===== config.mk =====
export PLATFORM = sky130hd
export DESIGN_NAME = share_arbiter2
export DESIGN_NICKNAME = d
export VERILOG_FILES = /design/src/rtl/shrarb_pkg.sv /design/src/rtl/shrarb_fsm.sv /design/src/rtl/shrarb_idq.sv /design/src/rtl/share_arbiter2.sv
export SDC_FILE = /design/constraint.sdc
export NUM_CORES = 1
export LEC_CHECK = 0
export CORE_AREA = 2 2 118 120
export DETAILED_ROUTE_END_ITERATION = 8
export DIE_AREA = 0 0 120 122
export DONT_BUFFER_PORTS = 1
export HOLD_SLACK_MARGIN = 0.05
export SLEW_MARGIN = 20
export SYNTH_ARGS = -nofsm -noshare
export SYNTH_HDL_FRONTEND = slang
export SYNTH_SLANG_ARGS = --single-unit

===== constraint.sdc =====
create_clock -name clk -period 3 [get_ports clk]
set_input_delay 0.6 -clock clk [delete_from_list [all_inputs] [get_ports clk]]
set_output_delay 0.6 -clock clk [all_outputs]
set_load 0.1 [all_outputs]

===== src/rtl/shrarb_pkg.sv =====
package shrarb_pkg;
    typedef enum logic [1:0] {
        ST_IDLE   = 2'd0,
        ST_GNT_FE = 2'd1,
        ST_GNT_LS = 2'd2
    } arb_state_e;

    typedef enum logic {
        SRC_FE = 1'b0,
        SRC_LS = 1'b1
    } src_e;
endpackage


===== src/rtl/shrarb_fsm.sv =====
module shrarb_fsm
    import shrarb_pkg::*;
#(
    parameter int CREDIT_FE = 1,
    parameter int CREDIT_LS = 1
) (
    input  logic       clk,
    input  logic       rst_n,
    input  logic       req_fe,
    input  logic       req_ls,
    input  logic       xfer,
    output arb_state_e state
);
    localparam int MAXC = (CREDIT_FE > CREDIT_LS) ? CREDIT_FE : CREDIT_LS;
    localparam int CW   = (MAXC < 2) ? 1 : $clog2(MAXC);

    if (CREDIT_FE < 1 || CREDIT_LS < 1) begin : g_bad_credit
        $error("share credit must be at least 1");
    end

    arb_state_e     nxt;
    src_e           last_src;
    logic [CW-1:0]  used;
    logic [CW-1:0]  lim_m1;
    logic           last_word;

    assign lim_m1    = (state == ST_GNT_LS) ? CW'(CREDIT_LS - 1) : CW'(CREDIT_FE - 1);
    assign last_word = (used == lim_m1);

    always_comb begin
        nxt = state;
        unique case (state)
            ST_IDLE: begin
                if (req_fe && req_ls)
                    nxt = (last_src == SRC_FE) ? ST_GNT_LS : ST_GNT_FE;
                else if (req_fe)
                    nxt = ST_GNT_FE;
                else if (req_ls)
                    nxt = ST_GNT_LS;
                else
                    nxt = ST_IDLE;
            end
            ST_GNT_FE: begin
                if (!req_fe)
                    nxt = req_ls ? ST_GNT_LS : ST_IDLE;
                else if (xfer && last_word && req_ls)
                    nxt = ST_GNT_LS;
                else
                    nxt = ST_GNT_FE;
            end
            ST_GNT_LS: begin
                if (!req_ls)
                    nxt = req_fe ? ST_GNT_FE : ST_IDLE;
                else if (xfer && last_word && req_fe)
                    nxt = ST_GNT_FE;
                else
                    nxt = ST_GNT_LS;
            end
            default: nxt = ST_IDLE;
        endcase
    end

    always_ff @(posedge clk or negedge rst_n) begin
        if (!rst_n) begin
            state    <= ST_IDLE;
            last_src <= SRC_LS;
            used     <= '0;
        end else begin
            state <= nxt;
            if (state == ST_GNT_FE)
                last_src <= SRC_FE;
            else if (state == ST_GNT_LS)
                last_src <= SRC_LS;
            if (nxt != state)
                used <= '0;
            else if (xfer)
                used <= last_word ? '0 : used + 1'b1;
        end
    end


    credit_hold_chk: assert property (@(posedge clk) disable iff (!rst_n)
        (state == ST_GNT_FE && req_fe && !(xfer && last_word)) |=> (state == ST_GNT_FE));


    credit_freeze_chk: assert property (@(posedge clk) disable iff (!rst_n)
        (state == ST_GNT_LS && req_ls && !xfer) |=> (state == ST_GNT_LS && $stable(used)));


    handoff_chk: assert property (@(posedge clk) disable iff (!rst_n)
        (state == ST_GNT_FE && !req_fe && req_ls) |=> (state == ST_GNT_LS));
endmodule


===== src/rtl/shrarb_idq.sv =====
module shrarb_idq #(
    parameter int DEPTH = 4
) (
    input  logic clk,
    input  logic rst_n,
    input  logic push,
    input  logic push_id,
    input  logic pop,
    output logic head_id,
    output logic full
);
    localparam int PW = (DEPTH < 2) ? 1 : $clog2(DEPTH);

    logic [DEPTH-1:0] mem;
    logic [PW-1:0]    wp, rp;
    logic [PW:0]      cnt;

    assign full    = (cnt == (PW+1)'(DEPTH));
    assign head_id = mem[rp];

    always_ff @(posedge clk or negedge rst_n) begin
        if (!rst_n) begin
            mem <= '0;
            wp  <= '0;
            rp  <= '0;
            cnt <= '0;
        end else begin
            if (push) begin
                mem[wp] <= push_id;
                wp      <= (wp == PW'(DEPTH - 1)) ? '0 : wp + 1'b1;
            end
            if (pop)
                rp <= (rp == PW'(DEPTH - 1)) ? '0 : rp + 1'b1;
            cnt <= cnt + (PW+1)'(push) - (PW+1)'(pop);
        end
    end


    no_overflow_chk: assert property (@(posedge clk) disable iff (!rst_n)
        push |-> !full);


    no_orphan_chk: assert property (@(posedge clk) disable iff (!rst_n)
        pop |-> (cnt != '0));
endmodule


===== src/rtl/share_arbiter2.sv =====
module share_arbiter2
    import shrarb_pkg::*;
#(
    parameter int ADDR_W    = 32,
    parameter int DATA_W    = 32,
    parameter int CREDIT_FE = 1,
    parameter int CREDIT_LS = 1,
    parameter int RSP_DEPTH = 4
) (
    input  logic              clk,
    input  logic              rst_n,
    input  logic [ADDR_W-1:0] fe_addr,
    input  logic              fe_rd,
    input  logic              fe_wr,
    input  logic [DATA_W-1:0] fe_wdata,
    output logic              fe_wait,
    output logic [DATA_W-1:0] fe_rdata,
    output logic              fe_rvalid,
    input  logic [ADDR_W-1:0] ls_addr,
    input  logic              ls_rd,
    input  logic              ls_wr,
    input  logic [DATA_W-1:0] ls_wdata,
    output logic              ls_wait,
    output logic [DATA_W-1:0] ls_rdata,
    output logic              ls_rvalid,
    output logic [ADDR_W-1:0] mem_addr,
    output logic              mem_rd,
    output logic              mem_wr,
    output logic [DATA_W-1:0] mem_wdata,
    input  logic              mem_wait,
    input  logic [DATA_W-1:0] mem_rdata,
    input  logic              mem_rvalid
);
    arb_state_e state;
    logic       q_full;
    logic       head_id;
    logic       xfer;
    logic       rd_acc;

    shrarb_fsm #(
        .CREDIT_FE (CREDIT_FE),
        .CREDIT_LS (CREDIT_LS)
    ) u_fsm (
        .clk    (clk),
        .rst_n  (rst_n),
        .req_fe (fe_rd | fe_wr),
        .req_ls (ls_rd | ls_wr),
        .xfer   (xfer),
        .state  (state)
    );

    shrarb_idq #(
        .DEPTH (RSP_DEPTH)
    ) u_idq (
        .clk     (clk),
        .rst_n   (rst_n),
        .push    (rd_acc),
        .push_id (state == ST_GNT_LS),
        .pop     (mem_rvalid),
        .head_id (head_id),
        .full    (q_full)
    );

    always_comb begin
        mem_addr  = '0;
        mem_rd    = 1'b0;
        mem_wr    = 1'b0;
        mem_wdata = '0;
        fe_wait   = 1'b1;
        ls_wait   = 1'b1;
        unique case (state)
            ST_IDLE: ;
            ST_GNT_FE: begin
                mem_addr  = fe_addr;
                mem_rd    = fe_rd & ~q_full;
                mem_wr    = fe_wr;
                mem_wdata = fe_wdata;
                fe_wait   = mem_wait | (fe_rd & q_full);
            end
            ST_GNT_LS: begin
                mem_addr  = ls_addr;
                mem_rd    = ls_rd & ~q_full;
                mem_wr    = ls_wr;
                mem_wdata = ls_wdata;
                ls_wait   = mem_wait | (ls_rd & q_full);
            end
            default: ;
        endcase
    end

    assign xfer      = (mem_rd | mem_wr) & ~mem_wait;
    assign rd_acc    = mem_rd & ~mem_wait;
    assign fe_rdata  = mem_rdata;
    assign ls_rdata  = mem_rdata;
    assign fe_rvalid = mem_rvalid & (head_id == SRC_FE);
    assign ls_rvalid = mem_rvalid & (head_id == SRC_LS);


    excl_grant_chk: assert property (@(posedge clk) disable iff (!rst_n)
        !(!fe_wait && !ls_wait));
endmodule


==> summary.md <==
| Metric | Value |
|---|---|
| R2R cell count | `9` |
| Routed Antenna Nets | `0` |
| Adder-Cell Fraction of Synth Area | `under 10%` |
| Congestion Overflow GR | `0` |
| Number of flops mapped to enable cells by yosys | `0` |
| Post-synthesis mux area share | `5.53%` |
| Final GP Congestion | `0.712` |
| F_max | `around 360 MHz` |
| Switching power | `3.16 mW` |
| Core ar. | `0.0135 mm²` |
| Die area | `0.0146 mm²` |
| Synth-to-Final Area Change | `43.3%` |
| Die X | `120 µm` |
| Simple-gate share of the synthesized area | `7.06%` |
| Synthesized cell area | `0.00204 mm²` |
| Share of layout cells above drive strength 1 | `38.3%` |
| Slew at the pin closest to its max-slew limit | `about 0.59 ns` |
| Syn Inst Count | `231` |
| Placed instance area | `about 0.0028 mm²` |
| Max Cap Viol | `0` |
| # IOs | `slightly above 300` |
| Initial antenna violation count | `1` |
| Gate power share | `87.2%` |
| Synth area leaders | `a22o_1 28%, buf_4 24%, dfrtp_1 16%` |
| Post_cts resized | `0` |
| Critical R2R Capture | `u_idq.cnt[2]` |
| Final non-filler cell total | `411` |
| Clock share of power | `5.6%` |
| Clock slew at reported path FFs | `0.05 ns` |
| # H-tree levels | `1` |
| Yosys reg bits | `14` |
| Yosys synthesis warning count | `0` |
| Leakage | `approximately 1.2 nW` |
| Post-synthesis compound-gate area fraction | `32.5%` |
| Num CTS Buffers | `3` |
| Worst endpoint data arrival time | `2.20 ns` |
| Worst Skew | `0.00216 ns` |
| Crit path from | `u_fsm.state[0]` |
| FFs w/ async S/R, synth | `100%` |
| # fillers | `1428` |
| Final instance area | `between 0.002 and 0.003 mm²` |
| Clk_lat worst skew | `0.24 ns` |
| Die Y-Extent | `122 µm` |
| Root buf cell | `clkbuf_16` |
| Placement Setup Slack | `~0.27 ns` |
| Sequential share of power | `7.1%` |
| Final Cycle Share | `93.5%` |
| CP endpoint kind | `primary output` |
| Initial core utilization | `15.1%` |
| # setup viols final | `0` |
| Synth area leader | `a22o_1` |
| Int Power | `1.78 mW` |
| Top-area cell type share of the netlist area | `between 20% and 30%` |
| DR iter-0 viols | `72` |
| Worst slew margin | `60.4%` |
| Vias | `roughly 1800` |
| XOR/XNOR Fraction of Synth Area | `less than 1%` |
| Clock Path Buffers | `2` |
| Final WS setup | `0.196 ns` |
| Largest net degree at the start of global routing | `36` |
| First drt pass iteration count | `4` |
| Vias per inst | `4.45` |
| Crit path required time | `roughly 2.4 ns` |
| Post-synth top flop | `dfrtp_1` |
| Hold Crit Class | `input port to asynchronous set/reset pin` |
| R2r startpoint | `u_fsm.state[0]` |
| Setup tns final | `0 ns` |
| Post-DP HPWL | `just under 9000 µm` |
| Number of port buffers | `0` |
| Cells after DPL | `405` |
| First-pass GRT wire length | `12600 µm` |
| Mapped Avg Cell Area | `just under 9 µm²` |
| Worst setup SP type | `register` |
| Clock sinks | `14` |
| PD cells | `between 1500 and 2000 mW/mm²` |
| Routed WL | `around 10000 µm` |
| CTS tree | `done` |
| Reg2reg setup slack | `0.25 ns` |
| Worst setup path end | `mem_addr[29]` |
| Slew Viols, Final | `0` |
| Fin crit period | `2.80 ns` |
| Final hold violation count | `0` |
| Post-synthesis sequential area ratio | `17.3%` |
| DRC Markers | `0` |
| Outcome | `finished, final reports clean` |
| CP max FO | `29` |
| Peak VDD IR | `0.549 mV` |
| Synth Net Count | `411` |
| Crit Path Class | `register to primary output` |
| Nets | `between 400 and 500` |
| RSZ-0062 raised after global routing | `false` |
| DR WL/cell | `around 24 µm` |
| GRT Overall Usage | `12.2%` |
| Vias in the first global route | `1858` |
| Switching part of the total | `between 60% and 70%` |
| Power Total | `a little under 5 mW` |
| Cell variety after synth | `31` |
| # rows | `43` |
| Largest family of logic cells by synthesized area | `compound AO/OA/AOI/OAI gates` |
[worst min-delay path by stage]
stage / from / to / slack [ns] / depth (start not counted)
2_1_floorplan: rst_n / u_fsm.state[0] / 0.30 / 0
3_3_place_gp: rst_n / u_idq.rp[1] / 0.31 / 0
3_5_place_dp: rst_n / u_idq.rp[0] / 0.31 / 0
4_1_cts: rst_n / u_fsm.last_src / 0.19 / 0
5_1_grt: rst_n / u_fsm.last_src / 0.19 / 0
6_report: rst_n / u_fsm.last_src / 0.20 / 0
[power by group through the flow]
stage	Combinational, mW	Sequential (mW)	Clock, mW
after floorplan	3.42	0.333	0
after CTS	4.34	0.350	0.284
after detailed placement	4.32	0.354	0
final	4.31	0.352	0.279
after global placement	4.27	0.341	0
after global routing	4.47	0.365	0.293
[worst max-delay path: stages, from the launching register on]
cell and delay [ns]:
dfrtp_1 0.40, inv_1 0.09, ha_1 0.39, and2_2 0.22, buf_4 0.29, a22o_1 0.25
buf_4 0.31
[per-layer routing]
layer  routed length, µm  track usage (%)  vias up
met5                   0                0        -
met1                3360             12.4      865
met4                 227             3.46        0
met2                4550             19.4      167
li1                    -                -      778
met3                1820             9.64       17
[flip-flops by register name (all words and copies together), names as in the netlist]
| signal | count |
|---|---|
| u_fsm.state | 2 |
| u_idq.mem | 4 |
| u_idq.rp | 2 |
| u_idq.wp | 2 |
| u_fsm.last_src | 1 |
| u_idq.cnt | 3 |
[placed cells by master, fill, tap and decap left out, types with 2 or more instances in the layout]
cell,count
buf_12,44
ha_1,11
xnor2_1,2
nand2_1,8
o21ai_0,4
and2_1,2
a22o_1,66
clkbuf_16,3
a211o_1,2
nor2_1,7
buf_4,29
mux2_1,5
inv_1,10
a21oi_1,2
mux2_2,3
a211oi_1,2
dfrtp_1,13
[synthesized netlist by cell type (all sizes together) (2+ instances only)]
library cell   n
a21oi          2
a22o          66
o21ai          4
clkbuf         6
a211o          2
and2           3
mux2           8
and3           2
dfrtp         13
xnor2          2
nand2          8
nor2b          2
nor2           8
a211oi         3
ha            11
buf           73
inv           10
[what timing repair did]
action | CTS | global route
hold buffers | 1 | 0
setup buffers | 0 | 0
endpoints found under the hold margin | 13 | 0
[final cells by class]
type | instances | area (µm²) | area share (%)
Timing Repair Buffer | 74 | 1110 | 38.0
Multi-Input combinational cell | 128 | 1100 | 37.8
Sequential cell | 14 | 352 | 12.0
Tap cell | 180 | 225 | 7.72
Clock buffer | 4 | 88.8 | 3.04
Inverter | 10 | 37.5 | 1.29
Antenna cell | 1 | 2.50 | 0.0857
[per-stage QoR]
step                      utilization, %  hold slack (ns)
final                               21.6            0.196
after global routing                21.6            0.188
after CTS                           21.6            0.193
after detailed placement            20.9            0.305
after global placement              20.9            0.305
after floorplan                        -            0.304
[kinds of logic (layout without fill, tap and decap cells)]
group,Yosys count,in the layout
buffers and inverters,89,88
AOI/OAI and AO/OA,78,78
and+or+nand+nor,27,27
DFF,14,14
adders and majority gates,12,12
muxes,9,9
xor gates and xnor gates,2,2
other,0,1
(Power assumes the default switching activity.)
